===== src/rtl/dsi_rsp_pkg.sv =====
package dsi_rsp_pkg;
  typedef enum logic [1:0] {
    ST_OK      = 2'd0,
    ST_ACK_ERR = 2'd1,
    ST_PROTO   = 2'd2,
    ST_EMPTY   = 2'd3
  } rsp_status_e;

  typedef enum logic [2:0] {
    K_ACK,
    K_SHORT1,
    K_SHORT2,
    K_LONG,
    K_BAD
  } rsp_kind_e;

  localparam logic [5:0] DT_ACK_ERR  = 6'h02;
  localparam logic [5:0] DT_SHORT1   = 6'h21;
  localparam logic [5:0] DT_SHORT2   = 6'h22;
  localparam logic [5:0] DT_GEN_LONG = 6'h1A;
  localparam logic [5:0] DT_DCS_LONG = 6'h1C;
  localparam int         ERR_W       = 16;
endpackage


===== src/rtl/dsi_rsp_hdr_decode.sv =====
module dsi_rsp_hdr_decode
  import dsi_rsp_pkg::*;
#(
  parameter int LEN_W = 16
) (
  input  logic [23:0]      hdr_i,
  input  logic [LEN_W-1:0] max_len_i,
  output rsp_kind_e        kind_o,
  output logic [LEN_W-1:0] lim_o,
  output logic [ERR_W-1:0] err_o
);
  logic [LEN_W-1:0] size;

  always_comb begin
    kind_o = K_BAD;
    size   = '0;
    err_o  = '0;
    case (hdr_i[5:0])
      DT_ACK_ERR: begin
        kind_o = K_ACK;
        err_o  = hdr_i[23:8];
      end
      DT_SHORT1: begin
        kind_o = K_SHORT1;
        size   = LEN_W'(1);
      end
      DT_SHORT2: begin
        kind_o = K_SHORT2;
        size   = LEN_W'(2);
      end
      DT_GEN_LONG, DT_DCS_LONG: begin
        kind_o = K_LONG;
        size   = LEN_W'(hdr_i[23:8]);
      end
      default: kind_o = K_BAD;
    endcase
    lim_o = (size < max_len_i) ? size : max_len_i;
  end
endmodule


===== src/rtl/dsi_rsp_unpack.sv =====
module dsi_rsp_unpack #(
  parameter int DATA_W = 32,
  parameter int LEN_W  = 16
) (
  input  logic              clk,
  input  logic              rst,
  input  logic              set_len_i,
  input  logic [LEN_W-1:0]  len_i,
  input  logic              load_i,
  input  logic [DATA_W-1:0] word_i,
  input  logic              step_i,
  output logic [LEN_W-1:0]  left_o,
  output logic              word_end_o,
  output logic              byte_valid_o,
  output logic [7:0]        byte_o
);
  localparam int LANES  = DATA_W / 8;
  localparam int LANE_W = (LANES > 1) ? $clog2(LANES) : 1;

  logic [LANES-1:0][7:0] buf_q;
  logic [LANE_W-1:0]     lane_q;
  logic [LEN_W-1:0]      left_q;

  always_ff @(posedge clk) begin
    if (rst) begin
      buf_q        <= '0;
      lane_q       <= '0;
      left_q       <= '0;
      byte_valid_o <= 1'b0;
      byte_o       <= '0;
    end else begin
      byte_valid_o <= 1'b0;
      if (set_len_i) left_q <= len_i;
      if (load_i) begin
        buf_q  <= word_i;
        lane_q <= '0;
      end
      if (step_i) begin
        byte_valid_o <= 1'b1;
        byte_o       <= buf_q[lane_q];
        lane_q       <= lane_q + LANE_W'(1);
        left_q       <= left_q - LEN_W'(1);
      end
    end
  end

  assign left_o     = left_q;
  assign word_end_o = (left_q == LEN_W'(1)) || (lane_q == LANE_W'(LANES - 1));

  AST_STEP_HAS_BYTES: assert property (@(posedge clk) disable iff (rst)
    step_i |-> left_q != '0);
endmodule


===== src/rtl/dsi_rsp_parser.sv =====
module dsi_rsp_parser
  import dsi_rsp_pkg::*;
#(
  parameter int DATA_W = 32,
  parameter int CNT_W  = 5,
  parameter int LEN_W  = 16
) (
  input  logic              clk,
  input  logic              rst,
  input  logic              start_i,
  input  logic [CNT_W-1:0]  word_count_i,
  input  logic [LEN_W-1:0]  max_len_i,
  input  logic              in_valid_i,
  input  logic [DATA_W-1:0] in_data_i,
  output logic              in_ready_o,
  output logic              byte_valid_o,
  output logic [7:0]        byte_data_o,
  output logic [LEN_W-1:0]  byte_count_o,
  output logic [15:0]       err_vec_o,
  output logic [1:0]        status_o,
  output logic              done_o
);
  typedef enum logic [2:0] {S_IDLE, S_HDR, S_FETCH, S_EMIT, S_FIN} state_e;

  state_e            state;
  logic [CNT_W-1:0]  words_left;
  logic [LEN_W-1:0]  max_len_q;
  logic              fire, last_word, is_short;
  rsp_kind_e         kind;
  logic [LEN_W-1:0]  lim;
  logic [ERR_W-1:0]  hdr_err;
  logic [LEN_W-1:0]  bytes_left;
  logic              word_end;
  logic              set_len, load_word, step;
  logic [DATA_W-1:0] word_in;

  dsi_rsp_hdr_decode #(.LEN_W(LEN_W)) u_dec (
    .hdr_i     (in_data_i[23:0]),
    .max_len_i (max_len_q),
    .kind_o    (kind),
    .lim_o     (lim),
    .err_o     (hdr_err)
  );

  assign in_ready_o = (state == S_HDR) || (state == S_FETCH);
  assign fire       = in_valid_i && in_ready_o;
  assign last_word  = (words_left == CNT_W'(1));
  assign is_short   = (kind == K_SHORT1) || (kind == K_SHORT2);

  assign set_len   = (state == S_HDR) && fire;
  assign load_word = ((state == S_HDR) && fire && is_short) ||
                     ((state == S_FETCH) && fire && (bytes_left != '0));
  assign word_in   = (state == S_HDR) ? {8'h00, in_data_i[DATA_W-1:8]} : in_data_i;
  assign step      = (state == S_EMIT);

  dsi_rsp_unpack #(.DATA_W(DATA_W), .LEN_W(LEN_W)) u_unpack (
    .clk          (clk),
    .rst          (rst),
    .set_len_i    (set_len),
    .len_i        (lim),
    .load_i       (load_word),
    .word_i       (word_in),
    .step_i       (step),
    .left_o       (bytes_left),
    .word_end_o   (word_end),
    .byte_valid_o (byte_valid_o),
    .byte_o       (byte_data_o)
  );

  always_ff @(posedge clk) begin
    if (rst) begin
      state        <= S_IDLE;
      words_left   <= '0;
      max_len_q    <= '0;
      byte_count_o <= '0;
      err_vec_o    <= '0;
      status_o     <= ST_OK;
      done_o       <= 1'b0;
    end else begin
      done_o <= 1'b0;
      case (state)
        S_IDLE: if (start_i) begin
          max_len_q    <= max_len_i;
          words_left   <= word_count_i;
          byte_count_o <= '0;
          err_vec_o    <= '0;
          if (word_count_i == '0) begin
            status_o <= ST_EMPTY;
            state    <= S_FIN;
          end else begin
            status_o <= ST_OK;
            state    <= S_HDR;
          end
        end
        S_HDR: if (fire) begin
          words_left   <= words_left - CNT_W'(1);
          byte_count_o <= lim;
          err_vec_o    <= hdr_err;
          case (kind)
            K_ACK:   status_o <= ST_ACK_ERR;
            K_BAD:   status_o <= ST_PROTO;
            default: status_o <= ST_OK;
          endcase
          if (is_short && (lim != '0)) state <= S_EMIT;
          else                         state <= last_word ? S_FIN : S_FETCH;
        end
        S_FETCH: if (fire) begin
          words_left <= words_left - CNT_W'(1);
          if (bytes_left != '0) state <= S_EMIT;
          else if (last_word)   state <= S_FIN;
        end
        S_EMIT: if (word_end) state <= (words_left == '0) ? S_FIN : S_FETCH;
        S_FIN: begin
          done_o <= 1'b1;
          state  <= S_IDLE;
        end
        default: state <= S_IDLE;
      endcase
    end
  end

  AST_DONE_PULSE: assert property (@(posedge clk) disable iff (rst)
    done_o |=> !done_o);
  AST_DONE_NO_BYTE: assert property (@(posedge clk) disable iff (rst)
    done_o |-> !byte_valid_o);
  AST_DONE_DRAINED: assert property (@(posedge clk) disable iff (rst)
    done_o |-> (words_left == '0) && !in_ready_o);
  AST_PROTO_NO_BYTES: assert property (@(posedge clk) disable iff (rst)
    (done_o && status_o == ST_PROTO) |-> byte_count_o == '0);
  AST_ERR_ONLY_ACK: assert property (@(posedge clk) disable iff (rst)
    (done_o && status_o != ST_ACK_ERR) |-> err_vec_o == '0);
  AST_LIMIT_BOUND: assert property (@(posedge clk) disable iff (rst)
    (state == S_HDR && fire) |-> lim <= max_len_q);
endmodule


===== config.mk =====
export PLATFORM = sky130hd
export DESIGN_NAME = dsi_rsp_parser
export DESIGN_NICKNAME = d
export VERILOG_FILES = /design/src/rtl/dsi_rsp_pkg.sv /design/src/rtl/dsi_rsp_hdr_decode.sv /design/src/rtl/dsi_rsp_unpack.sv /design/src/rtl/dsi_rsp_parser.sv
export SDC_FILE = /design/constraint.sdc
export NUM_CORES = 1
export LEC_CHECK = 0
export BUFFER_PORTS_ARGS = -buffer_cell sky130_fd_sc_hd__buf_2
export CAP_MARGIN = 20
export CORE_ASPECT_RATIO = 1.25
export CORE_MARGIN = 2
export CORE_UTILIZATION = 40
export CTS_CLUSTER_SIZE = 30
export DETAILED_ROUTE_END_ITERATION = 16
export PLACE_DENSITY = 0.59
export SLEW_MARGIN = 20
export SYNTH_ARGS = -nofsm -noshare
export SYNTH_HDL_FRONTEND = slang
export SYNTH_SLANG_ARGS = --single-unit

===== constraint.sdc =====
create_clock -name clk -period 9.2 [get_ports clk]
set_input_delay 1.38 -clock clk [delete_from_list [all_inputs] [get_ports clk]]
set_output_delay 1.38 -clock clk [all_outputs]
set_load 0.02 [all_outputs]

==> results.toml, run 1 <==
[setup_path]
timing.rr.start = "max_len_q[11]"
crit_end = "byte_count_o[9]"
r2r_cells = 8
critical_path.startpoint = "in_data_i[4]"
worstPathArrival_ns = 5.62
cp-start-kind = "primary input"
r2r_end = "byte_count_o[9]"
required_ns = 9.56
ff2ff_setup_slack_ns = 5.58
path_max_fanout = 28
end_kind = "flop"
critPathKind = "in2reg"

[power]
p_leak_nw = 2.91
power_mw = 1.83
comb_power_share_pct = 29.9
p_int_mw = 1.17
netSwitchingPower_mw = 0.653
ir_drop_mv = 0.117
pwr-share-clk_pct = 35.2
p_per_area_nw_per_um2 = 257
p_seq_share_pct = 34.8
swShare_pct = 35.8

[clocking]
cts_setup_buffers = 0
worst_skew_pair.late_latency_ns = 0.42
cts-resized-gates = 0
cts.sinks = 118
clockRootBuffer = "clkbuf_16"
cts_max_path_buffers = 2
cts_tree = "yes"
holdBufCountCts = 0
cts.reportedPaths.clkPinSlew_ns = 0.06
numCtsBuffers = 17
ctsHtreeMaxLevel = 4

[timing]
max_freq_mhz = 190
worst_slack_ns = 3.94
maxSlewViolCount = 0
fin_tns_setup_ns = 0
min_period_ns = 5.26
slew_headroom_pct = 28.0
worst_pin_slew_ns = 1.08
rsz0062_at_grt = "no"
setup_violations = 0
hold_viol = 0
clock_skew_ns = 0.00450
fin_crit_sh_pct = 57.2

[synthesis]
seq_area_frac_synth_pct = 39.4
synthArstFlopShare_pct = 0
synth_top_family_by_area = "simple AND/OR/NAND/NOR gates"
ys_ff_latch = 118
yosys.area.top_type = "dfxtp_1"
synth-edff-count = 0
synth_compound_area_share_pct = 22.6
synth_simple_gate_area_share_pct = 24.4
synth_cell_types = 63
synth_fp_nets = 796
syn_area_sq_um = 5990
synth_warnings = 0
synthAdderAreaFrac_pct = 4.18
synth_ff_type = "dfxtp_1"
synth_xor_area_share_pct = 0.146
avgSynthCellArea_sq_um = 8.33
muxShareOfSynthArea_pct = 3.72
synthCells = 719
synthTopCellsByArea = "dfxtp_1, nand2_1, a21oi_1, ha_1, nor2_1"
yosys.area.top_type_share_pct = 39.4

[die]
initial_core_util_pct = 40.4
die-height_microns = 141
fp.coreArea_sq_um = 14800
die-area_sq_um = 16000
io_pins = 102
rows = 50
die_w_microns = 113

[job]
drv_cap = 0

[place]
preCtsSetupSlack_ns = 3.56
hpwlAfterDp_microns = 12600
place.port_buffers = 101
place.gp.congestion = 0.896

[global_routing]
grt.total_usage_pct = 22.9
antenna_found_initial = 2
grt_pass1_wl_microns = 28300
grt_overflow_total = 0
grt_start_max_net_pins = 59
grt_pass1_vias = 5317

[finish]
final_common_cell = "nand2_1"
drive_gt1_share_pct = 20.1
antenna_cells = 0
fin_nets = 868
postLayoutCoreUtil_pct = 47.9
fillers = 1437
layout_common_cells = "nand2_1, dfxtp_1, buf_2"
areaGrowthSynthToFinish_pct = 18.4

[outcome]
status = "finished clean"

[detailed_routing]
viasPerCell = 5.73
wl_per_cell_microns = 18.3
wl_microns = 18100
vias = 5654
drc = 0
drtIter0Drc = 618
dr.pass1.iters = 6
ant_nets = 0

[min_path]
hold_depth = 2
hold_path_class = "reg2reg"
-- Yosys cell counts (5+ instances only) --
cell type,count
dfxtp_1,118
o211ai_1,5
or3_1,6
nor2_1,63
or4_1,5
buf_2,6
nor3_1,21
o311ai_0,5
a221o_1,16
ha_1,20
a311oi_1,24
a211o_1,14
a21oi_1,63
and2_1,18
nand2_1,127
nor4_1,9
o21ai_0,11
a211oi_1,5
nand2b_1,8
a22oi_1,16
clkbuf_1,36
nor2b_1,5
inv_1,24
nand3_1,18
mux4_2,8
-- how the worst min path moves through the flow --
stage                              end  slack [ns]               start
detailed placement     byte_count_o[0]        0.44     byte_count_o[0]
global placement    u_unpack.buf_q[27]        0.44  u_unpack.buf_q[27]
floorplan           u_unpack.buf_q[24]        0.43  u_unpack.buf_q[24]
CTS                 u_unpack.buf_q[27]        0.45  u_unpack.buf_q[27]
finish              u_unpack.byte_o[3]        0.45  u_unpack.byte_o[3]
global route        u_unpack.buf_q[27]        0.47  u_unpack.buf_q[27]
-- routing by layer --
metal  global-route usage (%)  up-vias  share of wire [%]
met5                        0        -              0.044
met4                     9.31        2                3.0
met3                     6.23       39                5.5
met2                     36.6      167                 48
met1                     29.3     2687                 44
li1                         -     2759                  -
-- cell families after synthesis --
group	Yosys count
xor+xnor	1
simple gates	306
mux	12
flops	118
buf+inv	75
compound gates	187
fa+ha+maj	20
-- stage by stage --
stage | hold WS (ns) | std cells | instance area (sq um)
finish | 0.449 | 986 | 7100
detailed placement | 0.443 | 954 | 6510
floorplan | 0.429 | 719 | 5990
global route | 0.468 | 986 | 7100
global placement | 0.435 | 954 | 6510
CTS | 0.451 | 986 | 7090
-- final cells by class --
| cell class | instances | area (sq um) | share of cell area, % |
|---|---|---|---|
| multi-input combinational | 526 | 3310 | 46.7 |
| sequential | 118 | 2360 | 33.3 |
| timing repair buffer | 104 | 528 | 7.44 |
| clock buffer | 18 | 439 | 6.19 |
| tap | 182 | 228 | 3.21 |
| clock inverter | 14 | 134 | 1.89 |
| inverter | 24 | 90.1 | 1.27 |
-- registers in the layout, indices dropped and copies added, names as in the netlist --
register               flops
max_len_q                 16
u_unpack.left_o           16
u_unpack.lane_q            2
done_o                     1
u_unpack.byte_valid_o      1
err_vec_o                 16
words_left                 5
u_unpack.buf_q            32
state                      3
u_unpack.byte_o            8
byte_count_o              16
status_o                   2
-- power by group through the flow --
stage | clock network [mW] | registers, mW | logic [mW]
after CTS | 0.652 | 0.635 | 0.544
after global routing | 0.679 | 0.646 | 0.609
final | 0.644 | 0.636 | 0.547
after detailed placement | 0 | 0.645 | 0.541
after floorplan | 0 | 0.623 | 0.425
after global placement | 0 | 0.641 | 0.528
-- worst max-delay path, stage by stage --
cell and delay, ns:
buf_2 0.11, nand2_1 0.11, nor4_4 0.72, and2_1 0.23, ha_1 0.24, a211oi_1 0.26, o211ai_1 0.12, a221o_1 0.38
a311oi_4 0.76, and3_1 1.00, a221o_1 0.28
(Power assumes the default switching activity.)
==> run 2: changes to the inputs <==
==> constraint.sdc (replaced) <==
create_clock -name clk -period 5 [get_ports clk]
set_input_delay 0.75 -clock clk [delete_from_list [all_inputs] [get_ports clk]]
set_output_delay 0.75 -clock clk [all_outputs]
set_load 0.02 [all_outputs]
==> run 2 against run 1 <==
Largest power group unchanged; clock skew increased by 0.0029 ns; clock power increased by 93%; critical path depth increased by 3; combinational power increased by 86%; utilization increased by 0.41 points; cell area increased by 0.85%; critical path type unchanged; count of clock-buffer cells in the layout increased by 2.
==> results.toml, run 2 (synthesized netlist as in run 1, its figures left out) <==
[setup_path]
crit_top_cell = "buf_4"
critPathKind = "in2reg"
slowest_delay_ns = 0.43
cp-start-kind = "primary input"
critical_path.top_delay_family = "compound AO/OA/AOI/OAI gates"
worstPathArrival_ns = 4.12
crit_buf_inv = 4
cp_cell_sequence = "buf_2, nand2_1, nor4_4, buf_4, and2_1, ha_1, a211oi_1, o211ai_1, a221o_1, a311oi_4, buf_4, and3_1, buf_4, a221o_1"
cp_slowest_cell = "nor4_4"
path_max_fanout = 28
end_kind = "flop"
required_ns = 5.37

[detailed_routing]
wl_microns = 18300
drtIter0Drc = 398
dr.pass1.iters = 5
drc = 0
wl_per_cell_microns = 18.4
vias = 5675
viasPerCell = 5.73
ant_nets = 0

[global_routing]
antenna_found_initial = 0
grt_pass1_vias = 5447
grt_overflow_total = 0
grt_pass1_wl_microns = 28600
grt.total_usage_pct = 23.2
grt_start_max_net_pins = 57

[timing]
clock_skew_ns = 0.00744
max_freq_mhz = 266
worst_slack_ns = 1.25
maxSlewViolCount = 0
setup_violations = 0
worst_pin_slew_ns = 0.954
fin_tns_setup_ns = 0
min_period_ns = 3.75
whs_ns = 0.449
slew_headroom_pct = 36.4
rsz0062_at_grt = "no"
hold_viol = 0
fin_crit_sh_pct = 75.1

[finish]
largest-register = "u_unpack.buf_q"
postLayoutCoreUtil_pct = 48.3
antenna_cells = 0
largest_reg_flops = 32
areaGrowthSynthToFinish_pct = 19.4
final_common_cell = "nand2_1"
final_area_sq_um = 7160
stdcell_count = 991
layout_common_cells = "nand2_1, dfxtp_1, buf_2"
fin_nets = 873
drive_gt1_share_pct = 20.3

[power]
p_leak_nw = 2.93
power_mw = 3.43
p_per_area_nw_per_um2 = 480
ir_drop_mv = 0.238

[clocking]
holdBufCountCts = 0
cts_setup_buffers = 0
ctsHtreeMaxLevel = 4
cts_tree = "yes"
cts-resized-gates = 0
clockRootBuffer = "clkbuf_16"
worst_skew_pair.late_latency_ns = 0.43
cts.reportedPaths.clkPinSlew_ns = 0.06
numCtsBuffers = 17
cts_max_path_buffers = 2
cts.sinks = 118

[place]
place.port_buffers = 101
postPlaceCellArea_sq_um = 6550
dp.cells = 959
hpwlAfterDp_microns = 12800
preCtsSetupSlack_ns = 0.864
place.gp.congestion = 0.834

[die]
die_w_microns = 113
die-height_microns = 141
fp.coreArea_sq_um = 14800
die-area_sq_um = 16000
rows = 50
io_pins = 102
initial_core_util_pct = 40.4

[outcome]
status = "finished clean"

[job]
drv_cap = 0

[min_path]
hold_path_class = "reg2reg"
## run 2: worst paths after layout
| path | from | to | slack, ns | cells past startpoint |
|---|---|---|---|---|
| worst min register to register | u_unpack.byte_o[1] | u_unpack.byte_o[1] | 0.45 | 2 |
| worst max-delay path | in_data_i[4] | byte_count_o[14] | 1.25 | 14 |
| worst min-delay path | u_unpack.byte_o[1] | u_unpack.byte_o[1] | 0.45 | 2 |
| worst max register to register | max_len_q[11] | byte_count_o[14] | 2.12 | 10 |
## run 2: metal layers
| layer | global-route usage (%) | routed length [microns] | up-vias | share of wire [%] |
|---|---|---|---|---|
| li1 | - | - | 2768 | - |
| met1 | 28.7 | 7880 | 2673 | 43 |
| met2 | 36.6 | 8610 | 189 | 47 |
| met3 | 5.98 | 962 | 45 | 5.3 |
| met4 | 13.2 | 805 | 0 | 4.4 |
| met5 | 0 | 0 | - | 0 |
## run 2: power breakdown
group / switching [mW] / leakage, nW / internal [mW]
Combinational: 0.649 / 1.68 / 0.372
Clock: 0.445 / 0.291 / 0.795
Sequential: 0.117 / 0.956 / 1.05
Total: 1.21 / 2.93 / 2.22
## run 2: area by class of cell
type	instances	area [sq um]
repair buffers	109	566
fillers	1442	7670
well taps	182	228
flip-flops and latches	118	2360
clock buffers	20	447
multi-input cells	526	3310
clock inverters	12	151
inverters	24	90.1
## run 2: worst register-to-register path, stage by stage, from the launching register on
cell	delay [ns]
dfxtp_1	0.35
inv_1	0.07
ha_1	0.32
a211oi_1	0.30
o211ai_1	0.14
a221o_1	0.39
a311oi_4	0.28
buf_4	0.28
and3_1	0.18
buf_4	0.29
a221o_1	0.22
